$ cat config.mk
export PLATFORM = sky130hd
export DESIGN_NAME = irq_entry_seq
export DESIGN_NICKNAME = d
export VERILOG_FILES = /design/src/rtl/irq_entry_pkg.sv /design/src/rtl/irq_pick.sv /design/src/rtl/irq_vec_calc.sv /design/src/rtl/irq_push_mux.sv /design/src/rtl/irq_entry_seq.sv
export SDC_FILE = /design/constraint.sdc
export NUM_CORES = 1
export LEC_CHECK = 0
export ABC_AREA = 1
export BUFFER_PORTS_ARGS = -buffer_cell sky130_fd_sc_hd__buf_2
export CAP_MARGIN = 10
export CORE_MARGIN = 4
export CORE_UTILIZATION = 40
export DETAILED_ROUTE_END_ITERATION = 16
export GPL_TIMING_DRIVEN = 0
export HOLD_SLACK_MARGIN = 0.1
export PLACE_DENSITY = 0.65
export SETUP_SLACK_MARGIN = 0.5
export SLEW_MARGIN = 5
export SYNTH_ARGS = -nofsm -noshare
export SYNTH_HDL_FRONTEND = slang
export SYNTH_SLANG_ARGS = --single-unit
$ cat constraint.sdc
create_clock -name clk -period 1.6 [get_ports clk]
set_input_delay 0.48 -clock clk [delete_from_list [all_inputs] [get_ports clk]]
set_output_delay 0.48 -clock clk [all_outputs]
set_load 0.01 [all_outputs]
$ cat src/rtl/irq_entry_pkg.sv
package irq_entry_pkg;
  typedef enum logic [2:0] {
    ST_IDLE,
    ST_PUSH0,
    ST_PUSH1,
    ST_PUSH2,
    ST_VECTOR
  } seq_state_t;

  // Map the configuration code to a byte count: 3 -> 3, 2 -> 2, else 1.
  function automatic logic [1:0] decode_nbytes(input logic [1:0] code);
    case (code)
      2'd3:    decode_nbytes = 2'd3;
      2'd2:    decode_nbytes = 2'd2;
      default: decode_nbytes = 2'd1;
    endcase
  endfunction
endpackage

$ cat src/rtl/irq_pick.sv
module irq_pick #(
  parameter int SRC_W = 8,
  localparam int IDX_W = (SRC_W > 1) ? $clog2(SRC_W) : 1
) (
  input  logic [SRC_W-1:0] req,
  output logic             any,
  output logic [IDX_W-1:0] idx,
  output logic [SRC_W-1:0] onehot,
  output logic             only
);
  // Prefix OR of the lower bits: a bit wins when nothing below it is set.
  logic [SRC_W:0] below;
  assign below[0] = 1'b0;

  for (genvar g = 0; g < SRC_W; g++) begin : g_bit
    assign onehot[g]  = req[g] & ~below[g];
    assign below[g+1] = below[g] | req[g];
  end

  assign any  = below[SRC_W];
  assign only = any && ((req & ~onehot) == '0);

  always_comb begin
    idx = '0;
    for (int i = SRC_W - 1; i >= 0; i--) begin
      if (req[i]) idx = IDX_W'(i);
    end
  end
endmodule

$ cat src/rtl/irq_vec_calc.sv
module irq_vec_calc #(
  parameter int SRC_W = 8,
  parameter int PC_W  = 22,
  localparam int IDX_W = (SRC_W > 1) ? $clog2(SRC_W) : 1
) (
  input  logic             is_reset,
  input  logic [IDX_W-1:0] idx,
  input  logic             long_slot,
  output logic [PC_W-1:0]  vec_pc
);
  logic [PC_W-1:0] vec_num;

  always_comb begin
    vec_num = is_reset ? '0 : (PC_W'(idx) + PC_W'(1));
    vec_pc  = long_slot ? (vec_num << 1) : vec_num;
  end
endmodule

$ cat src/rtl/irq_push_mux.sv
module irq_push_mux #(
  parameter int PC_W = 22,
  localparam int NB = 3
) (
  input  logic [PC_W-1:0] ret_pc,
  input  logic [1:0]      sel,
  output logic [7:0]      data
);
  logic [8*NB-1:0] padded;
  logic [7:0]      lane [NB];

  assign padded = (8*NB)'(ret_pc);

  for (genvar b = 0; b < NB; b++) begin : g_lane
    assign lane[b] = padded[8*b +: 8];
  end

  always_comb begin
    case (sel)
      2'd1:    data = lane[1];
      2'd2:    data = lane[2];
      default: data = lane[0];
    endcase
  end
endmodule

$ cat src/rtl/irq_entry_seq.sv
module irq_entry_seq
  import irq_entry_pkg::*;
#(
  parameter int SRC_W = 8,
  parameter int PC_W  = 22,
  parameter int SP_W  = 16,
  localparam int IDX_W = (SRC_W > 1) ? $clog2(SRC_W) : 1
) (
  input  logic             clk,
  input  logic             rst,
  input  logic [1:0]       cfg_pc_bytes,
  input  logic             cfg_long_slot,
  input  logic             reset_req,
  input  logic [SRC_W-1:0] pend_src,
  input  logic             gie,
  input  logic             skip_pend,
  input  logic [PC_W-1:0]  pc_cur,
  input  logic [SP_W-1:0]  sp_cur,
  output logic             taken,
  output logic             stall,
  output logic             mem_we,
  output logic [SP_W-1:0]  mem_addr,
  output logic [7:0]       mem_wdata,
  output logic             pc_load,
  output logic [PC_W-1:0]  pc_new,
  output logic             sp_load,
  output logic [SP_W-1:0]  sp_new,
  output logic             gie_clr,
  output logic [SRC_W-1:0] src_ack,
  output logic             reset_ack,
  output logic             req_drop
);
  seq_state_t       state;
  logic [1:0]       nb_q;
  logic             long_q;
  logic [PC_W-1:0]  ret_q;
  logic [SP_W-1:0]  sp_q;
  logic             is_rst_q;
  logic [IDX_W-1:0] idx_q;
  logic [SRC_W-1:0] ack_q;
  logic             last_q;

  logic             pick_any;
  logic [IDX_W-1:0] pick_idx;
  logic [SRC_W-1:0] pick_onehot;
  logic             pick_only;
  logic [PC_W-1:0]  vec_pc;
  logic [7:0]       next_byte;
  logic [1:0]       byte_sel;
  logic             accept;

  irq_pick #(.SRC_W(SRC_W)) u_pick (
    .req    (pend_src),
    .any    (pick_any),
    .idx    (pick_idx),
    .onehot (pick_onehot),
    .only   (pick_only)
  );

  irq_vec_calc #(.SRC_W(SRC_W), .PC_W(PC_W)) u_vec (
    .is_reset  (is_rst_q),
    .idx       (idx_q),
    .long_slot (long_q),
    .vec_pc    (vec_pc)
  );

  assign byte_sel = (state == ST_PUSH0) ? 2'd1 : 2'd2;

  irq_push_mux #(.PC_W(PC_W)) u_mux (
    .ret_pc (ret_q),
    .sel    (byte_sel),
    .data   (next_byte)
  );

  assign accept = (state == ST_IDLE) && !skip_pend && gie && (reset_req || pick_any);

  always_ff @(posedge clk) begin
    if (rst) begin
      state     <= ST_IDLE;
      nb_q      <= decode_nbytes(cfg_pc_bytes);
      long_q    <= cfg_long_slot;
      ret_q     <= '0;
      sp_q      <= '0;
      is_rst_q  <= 1'b0;
      idx_q     <= '0;
      ack_q     <= '0;
      last_q    <= 1'b0;
      taken     <= 1'b0;
      stall     <= 1'b0;
      mem_we    <= 1'b0;
      mem_addr  <= '0;
      mem_wdata <= '0;
      pc_load   <= 1'b0;
      pc_new    <= '0;
      sp_load   <= 1'b0;
      sp_new    <= '0;
      gie_clr   <= 1'b0;
      src_ack   <= '0;
      reset_ack <= 1'b0;
      req_drop  <= 1'b0;
    end else begin
      taken     <= 1'b0;
      mem_we    <= 1'b0;
      pc_load   <= 1'b0;
      sp_load   <= 1'b0;
      gie_clr   <= 1'b0;
      src_ack   <= '0;
      reset_ack <= 1'b0;
      req_drop  <= 1'b0;
      case (state)
        ST_IDLE: begin
          stall <= 1'b0;
          if (accept) begin
            ret_q     <= pc_cur;
            sp_q      <= sp_cur;
            is_rst_q  <= reset_req;
            idx_q     <= pick_idx;
            ack_q     <= pick_onehot;
            last_q    <= pick_only;
            state     <= ST_PUSH0;
            taken     <= 1'b1;
            stall     <= 1'b1;
            mem_we    <= 1'b1;
            mem_addr  <= sp_cur;
            mem_wdata <= pc_cur[7:0];
          end
        end
        ST_PUSH0, ST_PUSH1: begin
          if ((state == ST_PUSH0 && nb_q >= 2'd2) || (state == ST_PUSH1 && nb_q == 2'd3)) begin
            state     <= (state == ST_PUSH0) ? ST_PUSH1 : ST_PUSH2;
            mem_we    <= 1'b1;
            mem_addr  <= mem_addr - SP_W'(1);
            mem_wdata <= next_byte;
          end else begin
            state     <= ST_VECTOR;
            pc_load   <= 1'b1;
            pc_new    <= vec_pc;
            sp_load   <= 1'b1;
            sp_new    <= sp_q - SP_W'(nb_q);
            gie_clr   <= 1'b1;
            src_ack   <= is_rst_q ? '0 : ack_q;
            reset_ack <= is_rst_q;
            req_drop  <= !is_rst_q && last_q;
          end
        end
        ST_PUSH2: begin
          state     <= ST_VECTOR;
          pc_load   <= 1'b1;
          pc_new    <= vec_pc;
          sp_load   <= 1'b1;
          sp_new    <= sp_q - SP_W'(nb_q);
          gie_clr   <= 1'b1;
          src_ack   <= is_rst_q ? '0 : ack_q;
          reset_ack <= is_rst_q;
          req_drop  <= !is_rst_q && last_q;
        end
        ST_VECTOR: begin
          state <= ST_IDLE;
          stall <= 1'b0;
        end
        default: state <= ST_IDLE;
      endcase
    end
  end

  // a pending skip in an idle cycle must not produce an acceptance.
  a_r1_skip_holds_off: assert property (@(posedge clk) disable iff (rst)
    (state == ST_IDLE && skip_pend) |=> !taken);

  // nothing is accepted with the global enable low.
  a_r2_gie_gates: assert property (@(posedge clk) disable iff (rst)
    (state == ST_IDLE && !gie) |=> !taken);

  // back-to-back pushes step the address down by one.
  a_r5_addr_steps_down: assert property (@(posedge clk) disable iff (rst)
    (mem_we && $past(mem_we)) |-> (mem_addr == $past(mem_addr) - SP_W'(1)));

  // the vector cycle carries no write and clears the enable.
  a_r7_vector_cycle: assert property (@(posedge clk) disable iff (rst)
    pc_load |-> (gie_clr && sp_load && !mem_we));

  // at most one source is acknowledged, never together with a reset entry.
  a_r8_ack_onehot: assert property (@(posedge clk) disable iff (rst)
    $onehot0(src_ack) && !(reset_ack && (src_ack != '0)));

  // acceptance coincides with the first write and the stall; stall ends after vector.
  a_r9_taken_first_write: assert property (@(posedge clk) disable iff (rst)
    taken |-> (mem_we && stall));
  a_r9_stall_release: assert property (@(posedge clk) disable iff (rst)
    pc_load |=> !stall);
endmodule

==> summary.md <==
| Metric | Value |
|---|---|
| Initial antenna violation count | `0` |
| Layout cells sized above 1 | `46.16%` |
| Die area | `14,790 sq um` |
| GR Util met1 | `28.01%` |
| Unrepaired setup endpoints after global routing | `yes` |
| CTS Buffer Depth | `2` |
| Synth cell types | `42` |
| Mapped Cells | `713` |
| Synth Cell Area | `5165 sq um` |
| First-pass DRT Iterations | `5` |
| Die W | `121.6 microns` |
| FFs w/ async S/R, synth | `0%` |
| Routed WL per cell | `14.98 microns` |
| Number of global-route vias before repair | `4,836` |
| Total number of vias | `5,248` |
| GR Util met3 | `4.828%` |
| Worst-margin pin slew | `0.7761 ns` |
| Post-route DRC | `0` |
| Worst Skew | `0.006166 ns` |
| Vias per cell | `4.841` |
| Crit path DAT | `1.86 ns` |
| Effective utilization at floorplan | `40.93%` |
| Clk root buf | `clkbuf_16` |
| First-pass GRT wire length | `24,570 microns` |
| Cell row count | `41` |
| Fin crit share | `99.33%` |
| FF-to-FF path depth | `7` |
| Remaining Overflow, GRT | `0` |
| Synth Flop Type | `dfxtp_1` |
| Seq cells post-synth | `108` |
| RePlAce Congestion | `0.9010` |
| CTS tree | `done` |
| Ys Warns | `0` |
| I/O Buffers | `114` |
| Hold WC Path Type | `in -> reg` |
| RR Startpoint | `nb_q[1]` |
| Pre-CTS WS | `-0.1955 ns` |
| Ports | `132` |
| Core area | `12,620 sq um` |
| CTS Hold Bufs | `0` |
| Fin nets | `966` |
| Reg2reg end | `sp_new[6]` |
| Most common cell in the netlist | `nand2_1` |
| Min Tclk post-route | `1.589 ns` |
| Post-synth EDFFs | `3` |
| Worst R2R Setup Slack | `0.01 ns` |
| Post-synth top cells | `nand2_1 (125), nor2_1 (111), dfxtp_1 (105)` |
| Outcome | `complete, no violations` |
| Synth area leaders | `dfxtp_1 (41%), nand2_1 (9.1%), o21ai_0 (8.9%), nor2_1 (8.1%), a21oi_1 (5.9%)` |
| Final core occ | `62.91%` |
| Crit path capture | `sp_new[6]` |
| Max-slew violation count | `0` |
| Setup_tns | `0 ns` |
| Seq/Total Area, Yosys | `42.44%` |
| M2 GR Usage | `34.89%` |
| Crit-path max FO | `5` |
| GR peak layer | `met2` |
| Largest net degree at the start of global routing | `20` |
| Clock tree sinks | `108` |
| Critical Path Source | `nb_q[1]` |
| Post-DP HPWL | `11,160 microns` |
| Global-route usage over all layers | `20.95%` |
| Clk_lat worst skew | `0.35 ns` |
| Lkg Pwr | `0.003551 uW` |
| Fmax | `0.6292 GHz` |
| CTS buffer count | `9` |
| Starting DRT DRC Count | `369` |
| Setup crit end kind | `register` |
| Final setup viols | `0` |
| Worst rel slew slack | `48.26%` |
| Worst-path clk slew | `0.07 ns` |
| CP required | `1.87 ns` |
| Critical path class | `reg -> reg` |
| Synthesized area per cell | `7.244 sq um` |
| Pwr dens | `986.5 nW/um^2` |
| Final WL | `16,240 microns` |
| Worst setup SP type | `register` |
| Fill cells | `1,111` |
| Final Hold Fails | `0` |
| Hold slack | `0.3105 ns` |
| Die Height | `121.6 microns` |
| Max IR drop VDD | `0.4971 mV` |
| Max-Cap Viols | `0` |
| Post-synth top area cell | `dfxtp_1` |
| # diodes | `0` |
| Synth top area share | `40.70%` |
| Post-DRT Antenna Nets | `0` |
| Layout Area Growth over Synthesis | `53.71%` |
| Final setup margin | `0.01079 ns` |
| Max H-tree Level | `3` |
## how the worst min path moves through the flow
stage	cells after the start	end	from
after global placement	2	src_ack[4]	ack_q[4]
after detailed placement	2	src_ack[4]	ack_q[4]
final	1	long_q	cfg_long_slot
after floorplan	2	src_ack[1]	ack_q[1]
after CTS	1	long_q	cfg_long_slot
after global routing	1	long_q	cfg_long_slot
## through the flow
stage | power [uW] | instance area (sq um) | cells
after CTS | 7491 | 7286 | 1066
after floorplan | 4299 | 5439 | 729
final | 7832 | 7939 | 1084
after global placement | 4799 | 6225 | 1015
after global routing | 8221 | 7939 | 1084
after detailed placement | 4812 | 6225 | 1015
## layout make-up
class	count	area, sq um	area share (%)
sequential	108	2292	28.87
clock buffer	9	225.2	2.837
timing repair buffer	166	1414	17.81
clock inverter	7	81.33	1.024
buffer	50	442.9	5.579
tap	172	215.2	2.711
inverter	67	277.8	3.499
multi-input combinational	505	2990	37.67
## kinds of logic (layout without fill, tap and decap cells)
logic type                 count (synthesis)  after routing  synth area share (%)
xor gates and xnor gates                  15             15                 2.544
muxes                                      2              2                0.3876
other                                      1             17               0.07260
AOI/OAI and AO/OA                        162            162                 16.23
buffers and inverters                    117            299                 11.65
adders and majority gates                  5              5                 1.357
DFF                                      108            108                 42.44
and+or+nand+nor                          303            304                 25.31
## state kept, by name (all words and copies together), names as in the netlist
register   flops
reset_ack      1
mem_addr      16
idx_q          3
pc_new         5
mem_wdata      8
is_rst_q       1
src_ack        8
taken          1
ret_q         14
gie_clr        1
stall          1
long_q         1
nb_q           2
sp_q          16
mem_we         1
req_drop       1
ack_q          8
state          3
last_q         1
sp_new        16
## repair_timing
action / CTS / global route
pin swaps: 16 / 18
resized for setup: 154 / 130
endpoints found under the setup margin: 165 / 166
setup buffers: 30 / 13
gates cloned: 5 / 5
## per-layer routing
layer / vias up / wire, microns
li1: 2658 / -
met1: 2402 / 7128
met2: 172 / 7974
met3: 16 / 931
met4: 0 / 208
met5: - / 0
## placed cells by master, fill, tap and decap left out, types with 9 or more instances in the layout
cell	n
nand2_2	16
nand2_4	9
nor2_1	87
nor2_4	13
dfxtp_4	14
o21ai_2	24
dfxtp_1	53
clkbuf_16	14
a21oi_2	23
buf_6	63
buf_2	67
o21ai_0	34
buf_4	57
inv_1	54
a21oi_1	36
dfxtp_2	38
o21ai_1	36
nor2_2	14
nand3_1	25
conb_1	17
nand2_1	106
## power by group
group	internal [uW]	total, uW	leakage, uW	switching (uW)
logic	1120	2400	0.00249	1280
clock network	1240	2300	0.000147	1070
registers	2930	3130	0.000914	195
## worst max-delay path, cell delays in order, from the launching register on
cell,delay (ns)
edfxtp_1,0.45
buf_6,0.16
nand4_1,0.10
nand2_2,0.11
a21oi_4,0.27
buf_6,0.19
o21ai_2,0.05
a21oi_1,0.17
Power figures use the tool's default switching activity.
